[src/rtl/pin_func_pkg.sv]
`timescale 1ns/1ps
package pin_func_pkg;
  localparam int unsigned CODE_W   = 4;
  localparam int unsigned CLK_TAPS = 3;

  typedef enum logic [CODE_W-1:0] {
    FN_PULL_IN   = 4'd0,
    FN_DRV_HI    = 4'd1,
    FN_DRV_LO    = 4'd2,
    FN_SOFT_IO   = 4'd3,
    FN_TX_EN     = 4'd4,
    FN_PWR_N     = 4'd5,
    FN_TX_ACT_N  = 4'd6,
    FN_RX_ACT_N  = 4'd7,
    FN_ANY_ACT_N = 4'd8,
    FN_SLEEP_N   = 4'd9,
    FN_CLK_D4    = 4'd10,
    FN_CLK_D8    = 4'd11,
    FN_CLK_D16   = 4'd12
  } pin_fn_e;

  typedef struct packed {
    logic                tx_en;
    logic                pwr_n;
    logic                sleep_n;
    logic                tx_act_n;
    logic                rx_act_n;
    logic                any_act_n;
    logic [CLK_TAPS-1:0] clk_div;
  } pin_status_t;
endpackage

[src/rtl/act_stretch.sv]
`timescale 1ns/1ps
module act_stretch #(
  parameter int unsigned HOLD = 8
) (
  input  logic clk_i,
  input  logic rst_ni,
  input  logic evt_i,
  output logic act_no
);
  localparam int unsigned CW = $clog2(HOLD + 1);

  logic [CW-1:0] cnt_q;

  // Event reloads the full count, so a retrigger extends the strobe.
  always_ff @(posedge clk_i or negedge rst_ni) begin
    if (!rst_ni)            cnt_q <= '0;
    else if (evt_i)         cnt_q <= CW'(HOLD);
    else if (cnt_q != '0)   cnt_q <= cnt_q - 1'b1;
  end

  assign act_no = (cnt_q == '0);

  assert_reload_R8: assert property (@(posedge clk_i) disable iff (!rst_ni)
    evt_i |=> (cnt_q == CW'(HOLD)));

  assert_idle_R8: assert property (@(posedge clk_i) disable iff (!rst_ni)
    (!evt_i && cnt_q == '0) |=> act_no);
endmodule

[src/rtl/clk_divider.sv]
`timescale 1ns/1ps
module clk_divider #(
  parameter int unsigned LOW_TAP  = 1,
  parameter int unsigned NUM_TAPS = 3
) (
  input  logic                clk_i,
  input  logic                rst_ni,
  output logic [NUM_TAPS-1:0] taps_o
);
  localparam int unsigned CW = LOW_TAP + NUM_TAPS;

  logic [CW-1:0] cnt_q;

  always_ff @(posedge clk_i or negedge rst_ni) begin
    if (!rst_ni) cnt_q <= '0;
    else         cnt_q <= cnt_q + 1'b1;
  end

  for (genvar k = 0; k < NUM_TAPS; k++) begin : g_tap
    assign taps_o[k] = cnt_q[LOW_TAP+k];
  end

  assert_wrap_R10: assert property (@(posedge clk_i) disable iff (!rst_ni)
    (cnt_q == '1) |=> (taps_o == '0));
endmodule

[src/rtl/sync_2ff.sv]
`timescale 1ns/1ps
module sync_2ff #(
  parameter int unsigned W = 1
) (
  input  logic         clk_i,
  input  logic         rst_ni,
  input  logic [W-1:0] d_i,
  output logic [W-1:0] q_o
);
  logic [W-1:0] meta_q, rd_q;

  always_ff @(posedge clk_i or negedge rst_ni) begin
    if (!rst_ni) begin
      meta_q <= '0;
      rd_q   <= '0;
    end else begin
      meta_q <= d_i;
      rd_q   <= meta_q;
    end
  end

  assign q_o = rd_q;

  assert_sync_R5: assert property (@(posedge clk_i) disable iff (!rst_ni)
    1'b1 |=> (rd_q == $past(meta_q)));
endmodule

[src/rtl/pin_cell.sv]
`timescale 1ns/1ps
module pin_cell
  import pin_func_pkg::*;
(
  input  logic [CODE_W-1:0] code_i,
  input  pin_status_t       st_i,
  input  logic              soft_out_i,
  input  logic              soft_oe_i,
  output logic              pin_o,
  output logic              pin_oe_o
);
  always_comb begin
    pin_o    = 1'b1;
    pin_oe_o = 1'b1;
    case (pin_fn_e'(code_i))
      FN_DRV_HI:    pin_o = 1'b1;
      FN_DRV_LO:    pin_o = 1'b0;
      FN_SOFT_IO: begin
        pin_o    = soft_out_i;
        pin_oe_o = soft_oe_i;
      end
      FN_TX_EN:     pin_o = st_i.tx_en;
      FN_PWR_N:     pin_o = st_i.pwr_n;
      FN_TX_ACT_N:  pin_o = st_i.tx_act_n;
      FN_RX_ACT_N:  pin_o = st_i.rx_act_n;
      FN_ANY_ACT_N: pin_o = st_i.any_act_n;
      FN_SLEEP_N:   pin_o = st_i.sleep_n;
      FN_CLK_D4:    pin_o = st_i.clk_div[0];
      FN_CLK_D8:    pin_o = st_i.clk_div[1];
      FN_CLK_D16:   pin_o = st_i.clk_div[2];
      // Pulled-up input and all unused codes: released, resting high.
      default: begin
        pin_o    = 1'b1;
        pin_oe_o = 1'b0;
      end
    endcase
  end
endmodule

[src/rtl/pin_func_sel.sv]
`timescale 1ns/1ps
module pin_func_sel
  import pin_func_pkg::*;
#(
  parameter int unsigned NUM_PINS = 10,
  parameter int unsigned ACT_HOLD = 8,
  parameter int unsigned DIV_TAP  = 1
) (
  input  logic                       clk_i,
  input  logic                       rst_ni,
  input  logic [NUM_PINS*CODE_W-1:0] func_code_i,
  input  logic                       tx_byte_i,
  input  logic                       rx_byte_i,
  input  logic                       tx_active_i,
  input  logic                       suspend_i,
  input  logic                       configured_i,
  input  logic [NUM_PINS-1:0]        soft_out_i,
  input  logic [NUM_PINS-1:0]        soft_oe_i,
  input  logic [NUM_PINS-1:0]        pin_in_i,
  output logic [NUM_PINS-1:0]        pin_o,
  output logic [NUM_PINS-1:0]        pin_oe_o,
  output logic [NUM_PINS-1:0]        pin_rd_o
);
  localparam int unsigned NUM_ACT = 3;

  logic                             in_rst_q;
  logic [NUM_PINS-1:0][CODE_W-1:0]  code_q;
  logic                             tx_en_q, pwr_n_q, sleep_n_q;
  logic [NUM_ACT-1:0]               act_evt, act_n;
  logic [CLK_TAPS-1:0]              div_taps;
  pin_status_t                      st;

  // Reset seen in the clock domain; keeps rst_ni off the capture data path.
  always_ff @(posedge clk_i or negedge rst_ni) begin
    if (!rst_ni) in_rst_q <= 1'b1;
    else         in_rst_q <= 1'b0;
  end

  always_ff @(posedge clk_i) begin
    if (in_rst_q) code_q <= func_code_i;
  end

  always_ff @(posedge clk_i or negedge rst_ni) begin
    if (!rst_ni) begin
      tx_en_q   <= 1'b0;
      pwr_n_q   <= 1'b1;
      sleep_n_q <= 1'b1;
    end else begin
      tx_en_q   <= tx_active_i;
      pwr_n_q   <= !(configured_i && !suspend_i);
      sleep_n_q <= !suspend_i;
    end
  end

  assign act_evt = {tx_byte_i | rx_byte_i, rx_byte_i, tx_byte_i};

  for (genvar a = 0; a < NUM_ACT; a++) begin : g_act
    act_stretch #(.HOLD(ACT_HOLD)) u_act (
      .clk_i  (clk_i),
      .rst_ni (rst_ni),
      .evt_i  (act_evt[a]),
      .act_no (act_n[a])
    );
  end

  clk_divider #(.LOW_TAP(DIV_TAP), .NUM_TAPS(CLK_TAPS)) u_div (
    .clk_i  (clk_i),
    .rst_ni (rst_ni),
    .taps_o (div_taps)
  );

  sync_2ff #(.W(NUM_PINS)) u_sync (
    .clk_i  (clk_i),
    .rst_ni (rst_ni),
    .d_i    (pin_in_i),
    .q_o    (pin_rd_o)
  );

  always_comb begin
    st.tx_en     = tx_en_q;
    st.pwr_n     = pwr_n_q;
    st.sleep_n   = sleep_n_q;
    st.tx_act_n  = act_n[0];
    st.rx_act_n  = act_n[1];
    st.any_act_n = act_n[2];
    st.clk_div   = div_taps;
  end

  for (genvar k = 0; k < NUM_PINS; k++) begin : g_pin
    pin_cell u_cell (
      .code_i     (code_q[k]),
      .st_i       (st),
      .soft_out_i (soft_out_i[k]),
      .soft_oe_i  (soft_oe_i[k]),
      .pin_o      (pin_o[k]),
      .pin_oe_o   (pin_oe_o[k])
    );

    assert_pull_in_R2: assert property (@(posedge clk_i) disable iff (!rst_ni)
      (code_q[k] == FN_PULL_IN) |-> (!pin_oe_o[k] && pin_o[k]));

    assert_drive_hi_R3: assert property (@(posedge clk_i) disable iff (!rst_ni)
      (code_q[k] == FN_DRV_HI) |-> (pin_oe_o[k] && pin_o[k]));

    assert_drive_lo_R3: assert property (@(posedge clk_i) disable iff (!rst_ni)
      (code_q[k] == FN_DRV_LO) |-> (pin_oe_o[k] && !pin_o[k]));

    assert_soft_io_R4: assert property (@(posedge clk_i) disable iff (!rst_ni)
      (code_q[k] == FN_SOFT_IO) |->
        (pin_o[k] == soft_out_i[k] && pin_oe_o[k] == soft_oe_i[k]));
  end

  assert_code_hold_R1: assert property (@(posedge clk_i) disable iff (!rst_ni)
    !in_rst_q |=> $stable(code_q));

  assert_pwr_on_R7: assert property (@(posedge clk_i) disable iff (!rst_ni)
    (configured_i && !suspend_i) |=> !st.pwr_n);

  assert_pwr_off_R7: assert property (@(posedge clk_i) disable iff (!rst_ni)
    suspend_i |=> st.pwr_n);
endmodule

[config.mk]
export PLATFORM = sky130hd
export DESIGN_NAME = pin_func_sel
export DESIGN_NICKNAME = d
export VERILOG_FILES = /design/src/rtl/pin_func_pkg.sv /design/src/rtl/act_stretch.sv /design/src/rtl/clk_divider.sv /design/src/rtl/sync_2ff.sv /design/src/rtl/pin_cell.sv /design/src/rtl/pin_func_sel.sv
export SDC_FILE = /design/constraint.sdc
export NUM_CORES = 1
export LEC_CHECK = 0
export BUFFER_PORTS_ARGS = -buffer_cell sky130_fd_sc_hd__buf_2
export CORE_MARGIN = 3
export CORE_UTILIZATION = 25
export DETAILED_ROUTE_END_ITERATION = 8
export SETUP_SLACK_MARGIN = 0.05
export SLEW_MARGIN = 10
export SYNTH_ARGS = -nofsm -noshare
export SYNTH_HDL_FRONTEND = slang
export SYNTH_SLANG_ARGS = --single-unit
export TNS_END_PERCENT = 1
[constraint.sdc]
create_clock -name clk_i -period 2 [get_ports clk_i]
set_input_delay 0.2 -clock clk_i [delete_from_list [all_inputs] [get_ports clk_i]]
set_output_delay 0.2 -clock clk_i [all_outputs]
set_load 0.05 [all_outputs]
# After elaboration in Yosys (flattened, before gate mapping)
# Cells that the tools add are included.
# Widths: inputs -> output; s select.
[word_totals]
ff_bits = 80
latch_bits = 0
mem_bits_rw = 0
rom_bits = 0
input_bits = 77
memories = 0
[op_classes]
n_addsub = 4
n_mul = 0
n_div = 0
n_lt_le_gt_ge = 0
eq_ne = 120
n_shift = 0
muxes = 26
n_bitwise = 1
n_reduce_logical = 22
[op_table]
columns = ["operator", "count"]
rows = [
  ["$eq 4x4->1 const B", 50],
  ["$eq 4x3->1 const B", 40],
  ["$pmux 1 s11", 10],
  ["$reduce_or 11->1", 10],
  ["$eq 4x2->1 const B", 20],
  ["$eq 4x1->1 const B", 10],
  ["$mux 4", 6],
  ["$pmux 1 s2", 10],
  ["$logic_not 4->1", 3],
  ["$reduce_bool 4->1", 3],
  ["$sub 4x1->4 const B", 3],
  ["$reduce_bool 2->1", 3],
  ["$add 4x1->4 const B", 1],
  ["$logic_not 1->1", 2],
  ["$logic_and 1x1->1", 1],
  ["$or 1x1->1", 1],
]

# Longest topological paths before layout
[logic_depth]
ltp_word = 3
depth_mapped = 8
ltp_nobuf = 6

# Cells and area by module
# Synthesis repeated with hierarchy kept, for this count alone.
[unflattened]
hier_cells = 393
area_unflattened_um2 = 4633.2
[by_module_without_submodules]
columns = ["mod", "n_inst", "cells_each", "area_per_inst_um2"]
rows = [
  ["pin_cell", 10, 25, 198.9],
  ["pin_func_sel", 1, 48, 1325.0],
  ["act_stretch", 3, 21, 219.0],
  ["sync_2ff", 1, 20, 500.5],
  ["clk_divider", 1, 12, 161.4],
]

# Worst setup path before layout
# Ideal clock, no wire load.
[synth_timing]
path_type = "reg-to-output"
from = "register g_act[2].u_act.cnt_q[0]"
to = "output port pin_o[7]"
t_arrival_ns = 1.775
required_time_ns = 1.800
setup_slack_ns = 0.025
path_stages_with_launch = 9
path_cell_list = "dfrtp_1 -> inv_1 -> ha_1 -> or3b_4 -> buf_6 -> a211oi_2 -> o22ai_1 -> o311ai_1 -> buf_4"
[synth_between]
elab_chain_cells = 2
[synth_rtl]
columns = ["item", "line", "text"]
rows = [
  ["start: declaration", "act_stretch.sv:12", "logic [CW-1:0] cnt_q;"],
  ["start signal: assignment", "act_stretch.sv:17", "else if (evt_i) cnt_q <= CW'(HOLD);"],
  ["start signal: assignment", "act_stretch.sv:18", "else if (cnt_q != '0) cnt_q <= cnt_q - 1'b1;"],
  ["$logic_not 4->1", "act_stretch.sv:21", "assign act_no = (cnt_q == '0);"],
  ["$pmux 1 s11", "pin_cell.sv:15", "case (pin_fn_e'(code_i))"],
  ["end: declaration", "pin_func_sel.sv:20", "output logic [NUM_PINS-1:0] pin_o,"],
]
# Every way passes these cells.

# Worst setup path after layout
[layout_timing]
from = "register g_act[0].u_act.cnt_q[0]"
to = "output port pin_o[4]"
[layout_between]
elab_chain_cells = 2
[layout_rtl]
columns = ["item", "line"]
rows = [
  ["start: declaration", "act_stretch.sv:12"],
  ["start signal: assignment", "act_stretch.sv:17"],
  ["start signal: assignment", "act_stretch.sv:18"],
  ["$logic_not 4->1", "act_stretch.sv:21"],
  ["$pmux 1 s11", "pin_cell.sv:15"],
]
# Every way passes these cells.

==> impl_metrics.env <==
export IMPL_regToRegSetupSlack_ns=0.26
export IMPL_dr_total_vias=3687
export IMPL_ctsRootBufferMaster="sky130_fd_sc_hd__clkbuf_16"
export IMPL_postSynth_topFlopCell="sky130_fd_sc_hd__edfxtp_1"
export IMPL_final_cell_mix="87 x sky130_fd_sc_hd__buf_2, 49 x sky130_fd_sc_hd__buf_4, 40 x sky130_fd_sc_hd__edfxtp_1, 37 x sky130_fd_sc_hd__dfrtp_1, 26 x sky130_fd_sc_hd__nor2_1"
export IMPL_fin_hold_ws_ns=-0.0152
export IMPL_clock_sink_count=80
export IMPL_mappedNetlistArea_sq_mm=0.00438
export IMPL_grt_first_pass_wirelength_mm=18.6
export IMPL_cp_end_kind="output port"
export IMPL_endpoint="pin_o[4]"
export IMPL_rows=47
export IMPL_ys_warnings_count=0
export IMPL_tritoncts_num_buffers=9
export IMPL_chipHeight_microns=138
export IMPL_gr_usage_all_layers_pct=12.3
export IMPL_critical_path_arrival_ns=2.20
export IMPL_crit_fanout=5
export IMPL_pwr_density_cell_mw_per_mm2=872
export IMPL_clock_tree_buf_depth=2
export IMPL_clock_tree_htree_level_count=3
export IMPL_post_synthesis_sequential_area_ratio_pct=50.4
export IMPL_grt_max_degree=41
export IMPL_cap_violations=0
export IMPL_antenna_diode_count=0
export IMPL_grt_residual_overflow=0
export IMPL_io_buf_count=106
export IMPL_final_period_minus_worst_setup_slack_ns=2.40
export IMPL_synth_edf_count=40
export IMPL_ys_seq_elements=80
export IMPL_via_density_per_instance=4.87
export IMPL_worst_setup_hold_path_clk_slew_ns=0.06
export IMPL_layout_cells_most_common="sky130_fd_sc_hd__buf_2"
export IMPL_drv_slew=0
export IMPL_tightest_slew_ns=0.900
export IMPL_final_layout_size_suffix_gt1_share_pct=40.0
export IMPL_critical_path_data_required_time_ns=1.80
export IMPL_worst_hold_path_type="input pin to async pin"
export IMPL_max_slew_margin_rel_pct=40.0
export IMPL_drc_errors=0
export IMPL_startpoint="g_act[0].u_act.cnt_q[0]$_DFFE_PN0P_"
export IMPL_final_setup_violation_count=10
export IMPL_layout_filler_cells=1658
export IMPL_crit_type="register to output port"
export IMPL_start_util_pct=25.9
export IMPL_result_of_the_run="finished with violations"
export IMPL_areaGrowthSynthToFinish_pct=36.8
export IMPL_timing_limited_maximum_frequency_mhz=417
export IMPL_power_leakage_nw=2.45
export IMPL_timing_hold_violations_final=23
export IMPL_final_critical_path_setup_slack_ns=-0.396
export IMPL_cp_start_kind="register"
export IMPL_detail_route_iter0_violations=166
export IMPL_rsz0062_at_grt="true"
export IMPL_detailed_place_hpwl_mm=8.67
export IMPL_die_ar_sq_mm=0.0191
export IMPL_antenna_violations_before_repair=0
export IMPL_io_pins=107
export IMPL_syn_nets=499
export IMPL_post_route_period_util_pct=120
export IMPL_final_cells=757
export IMPL_worst_r2r_cell_count=6
export IMPL_design_core_area_sq_mm=0.0169
export IMPL_fp_dieW_microns=138
export IMPL_syn_area_per_cell_sq_um=10.5
export IMPL_post_place_cells=719
export IMPL_worst_skew_pair_late_latency_ns=0.34
export IMPL_multiInputGateArea_sq_mm=0.00200
export IMPL_wirelength_mm=12.1
export IMPL_antenna_left=0
export IMPL_ys_async_sr_fraction_pct=50.0
export IMPL_tritoncts="built"
export IMPL_final_util_pct=35.5
export IMPL_synth_distinct_cells=65
export IMPL_critical_path_reg2reg_endpoint="g_act[2].u_act.cnt_q[1]$_DFFE_PN0P_"
export IMPL_seq_area_sq_mm=0.00221
export IMPL_gate_count_post_synth=416
export IMPL_grt_pass1_vias=3634
export IMPL_final_setup_skew_ns=0.00900
export IMPL_routabilityCongestion=0.821
export IMPL_avgRoutedWirePerCell_microns=16.0
export IMPL_drt_pass1_iterations=4
export IMPL_failing_checks="hold timing, setup timing"
export IMPL_r2r_start="g_act[2].u_act.cnt_q[1]$_DFFE_PN0P_"
export IMPL_design_final_nets=615
export IMPL_power_ir_vdd_worst_v=0.000371
export IMPL_power_total_mw=5.22
==> through the flow <==
stage	area [sq um]	hold WS (ns)	setup TNS, ns	setup slack (ns)
after floorplan	4380	-0.0956	0	0.0534
after detailed placement	5210	0.309	-1.20	-0.278
after global routing	5990	0.0138	-4.65	-0.468
final	5990	-0.0152	-3.59	-0.396
after global placement	5210	0.308	-0.807	-0.239
after CTS	5770	0.0103	-3.91	-0.481
==> cells by family (layout without fill, tap and decap cells) <==
| group | Yosys count | count (layout) | share of synthesized area [%] |
|---|---|---|---|
| fa+ha+maj | 6 | 6 | 1.71 |
| other cells | 1 | 1 | 0.0857 |
| simple gates | 119 | 120 | 15.5 |
| buf+inv | 78 | 198 | 8.97 |
| xor+xnor | 8 | 8 | 1.60 |
| mux | 17 | 17 | 3.94 |
| flops | 80 | 80 | 50.4 |
| compound gates | 107 | 107 | 17.7 |
==> power breakdown <==
group          internal (mW)  total [mW]  leakage, nW  switching, mW
logic                  0.774        1.55         1.44          0.780
registers               1.89        2.05        0.866          0.163
clock network          0.949        1.61        0.148          0.665
total                   3.61        5.22         2.45           1.61
==> Yosys cell counts (11+ instances only) <==
cell type	instances	share of area, %
sky130_fd_sc_hd__edfxtp_1	40	27
sky130_fd_sc_hd__nor2_1	26	2.2
sky130_fd_sc_hd__nor2b_1	11	1.6
sky130_fd_sc_hd__a31oi_1	11	1.6
sky130_fd_sc_hd__clkbuf_1	23	2.0
sky130_fd_sc_hd__buf_4	20	3.4
sky130_fd_sc_hd__mux2i_1	15	3.4
sky130_fd_sc_hd__inv_1	19	1.6
sky130_fd_sc_hd__dfrtp_1	37	21
sky130_fd_sc_hd__a21oi_1	22	2.5
sky130_fd_sc_hd__nor3_1	16	1.8
sky130_fd_sc_hd__nand2_1	12	1.0
==> critical path, cell delays in order (launching register included) <==
cell and delay, ns:
sky130_fd_sc_hd__dfrtp_1 0.40, sky130_fd_sc_hd__inv_2 0.09, sky130_fd_sc_hd__ha_4 0.13, sky130_fd_sc_hd__or3b_4 0.39, sky130_fd_sc_hd__buf_8 0.16, sky130_fd_sc_hd__o22ai_2 0.19
sky130_fd_sc_hd__nand3_1 0.11, sky130_fd_sc_hd__o211ai_1 0.14, sky130_fd_sc_hd__buf_4 0.25
==> repair_timing <==
action / 4_1_cts / 5_1_grt
setup endpoints to repair: 17 / 20
pin swaps: 10 / 20
endpoints found under the hold margin: 13 / 0
buffers inserted: 2 / 6
hold buffers: 13 / 0
gates cloned: 1 / 0
gates resized for setup: 32 / 38
==> per-layer routing <==
| metal | wire length, microns | share of wire, % | vias to the layer above | GRT usage [%] |
|---|---|---|---|---|
| li1 | - | - | 1760 | - |
| met1 | 5130 | 42 | 1778 | 14.9 |
| met2 | 6010 | 50 | 124 | 20.6 |
| met3 | 564 | 4.6 | 25 | 2.28 |
| met4 | 418 | 3.4 | 0 | 7.12 |
| met5 | 0 | 0 | - | 0 |
==> state kept, by name, summed over array words and instances, names as in the netlist <==
signal and flops:
g_act.u_act.cnt_q 12, code_q 40, u_div.cnt_q 4, in_rst_q 1, u_sync.q_o 10, pwr_n_q 1, tx_en_q 1, sleep_n_q 1
u_sync.meta_q 10
==> cell type report <==
cell class	instances	area share, %
inverters	19	1.19
repair buffers	163	19.0
flip-flops and latches	80	36.8
clock inverters	4	0.418
well taps	220	4.60
clock buffers	12	4.47
multi-input cells	259	33.5
==> how the worst min path moves through the flow <==
stage                                from                                  end  slack (ns)  cells after the start
after CTS                 func_code_i[39]                 code_q[39]$_DFFE_PP_        0.01                      1
after global routing      func_code_i[37]                 code_q[37]$_DFFE_PP_        0.01                      1
after floorplan                    rst_ni  g_act[0].u_act.cnt_q[0]$_DFFE_PN0P_        -0.1                      0
final                              rst_ni              u_sync.q_o[6]$_DFF_PN0_       -0.02                      1
after detailed placement      pin_in_i[7]           u_sync.meta_q[7]$_DFF_PN0_        0.31                      1
after global placement        pin_in_i[5]           u_sync.meta_q[5]$_DFF_PN0_        0.31                      1
(Power assumes the default switching activity.)
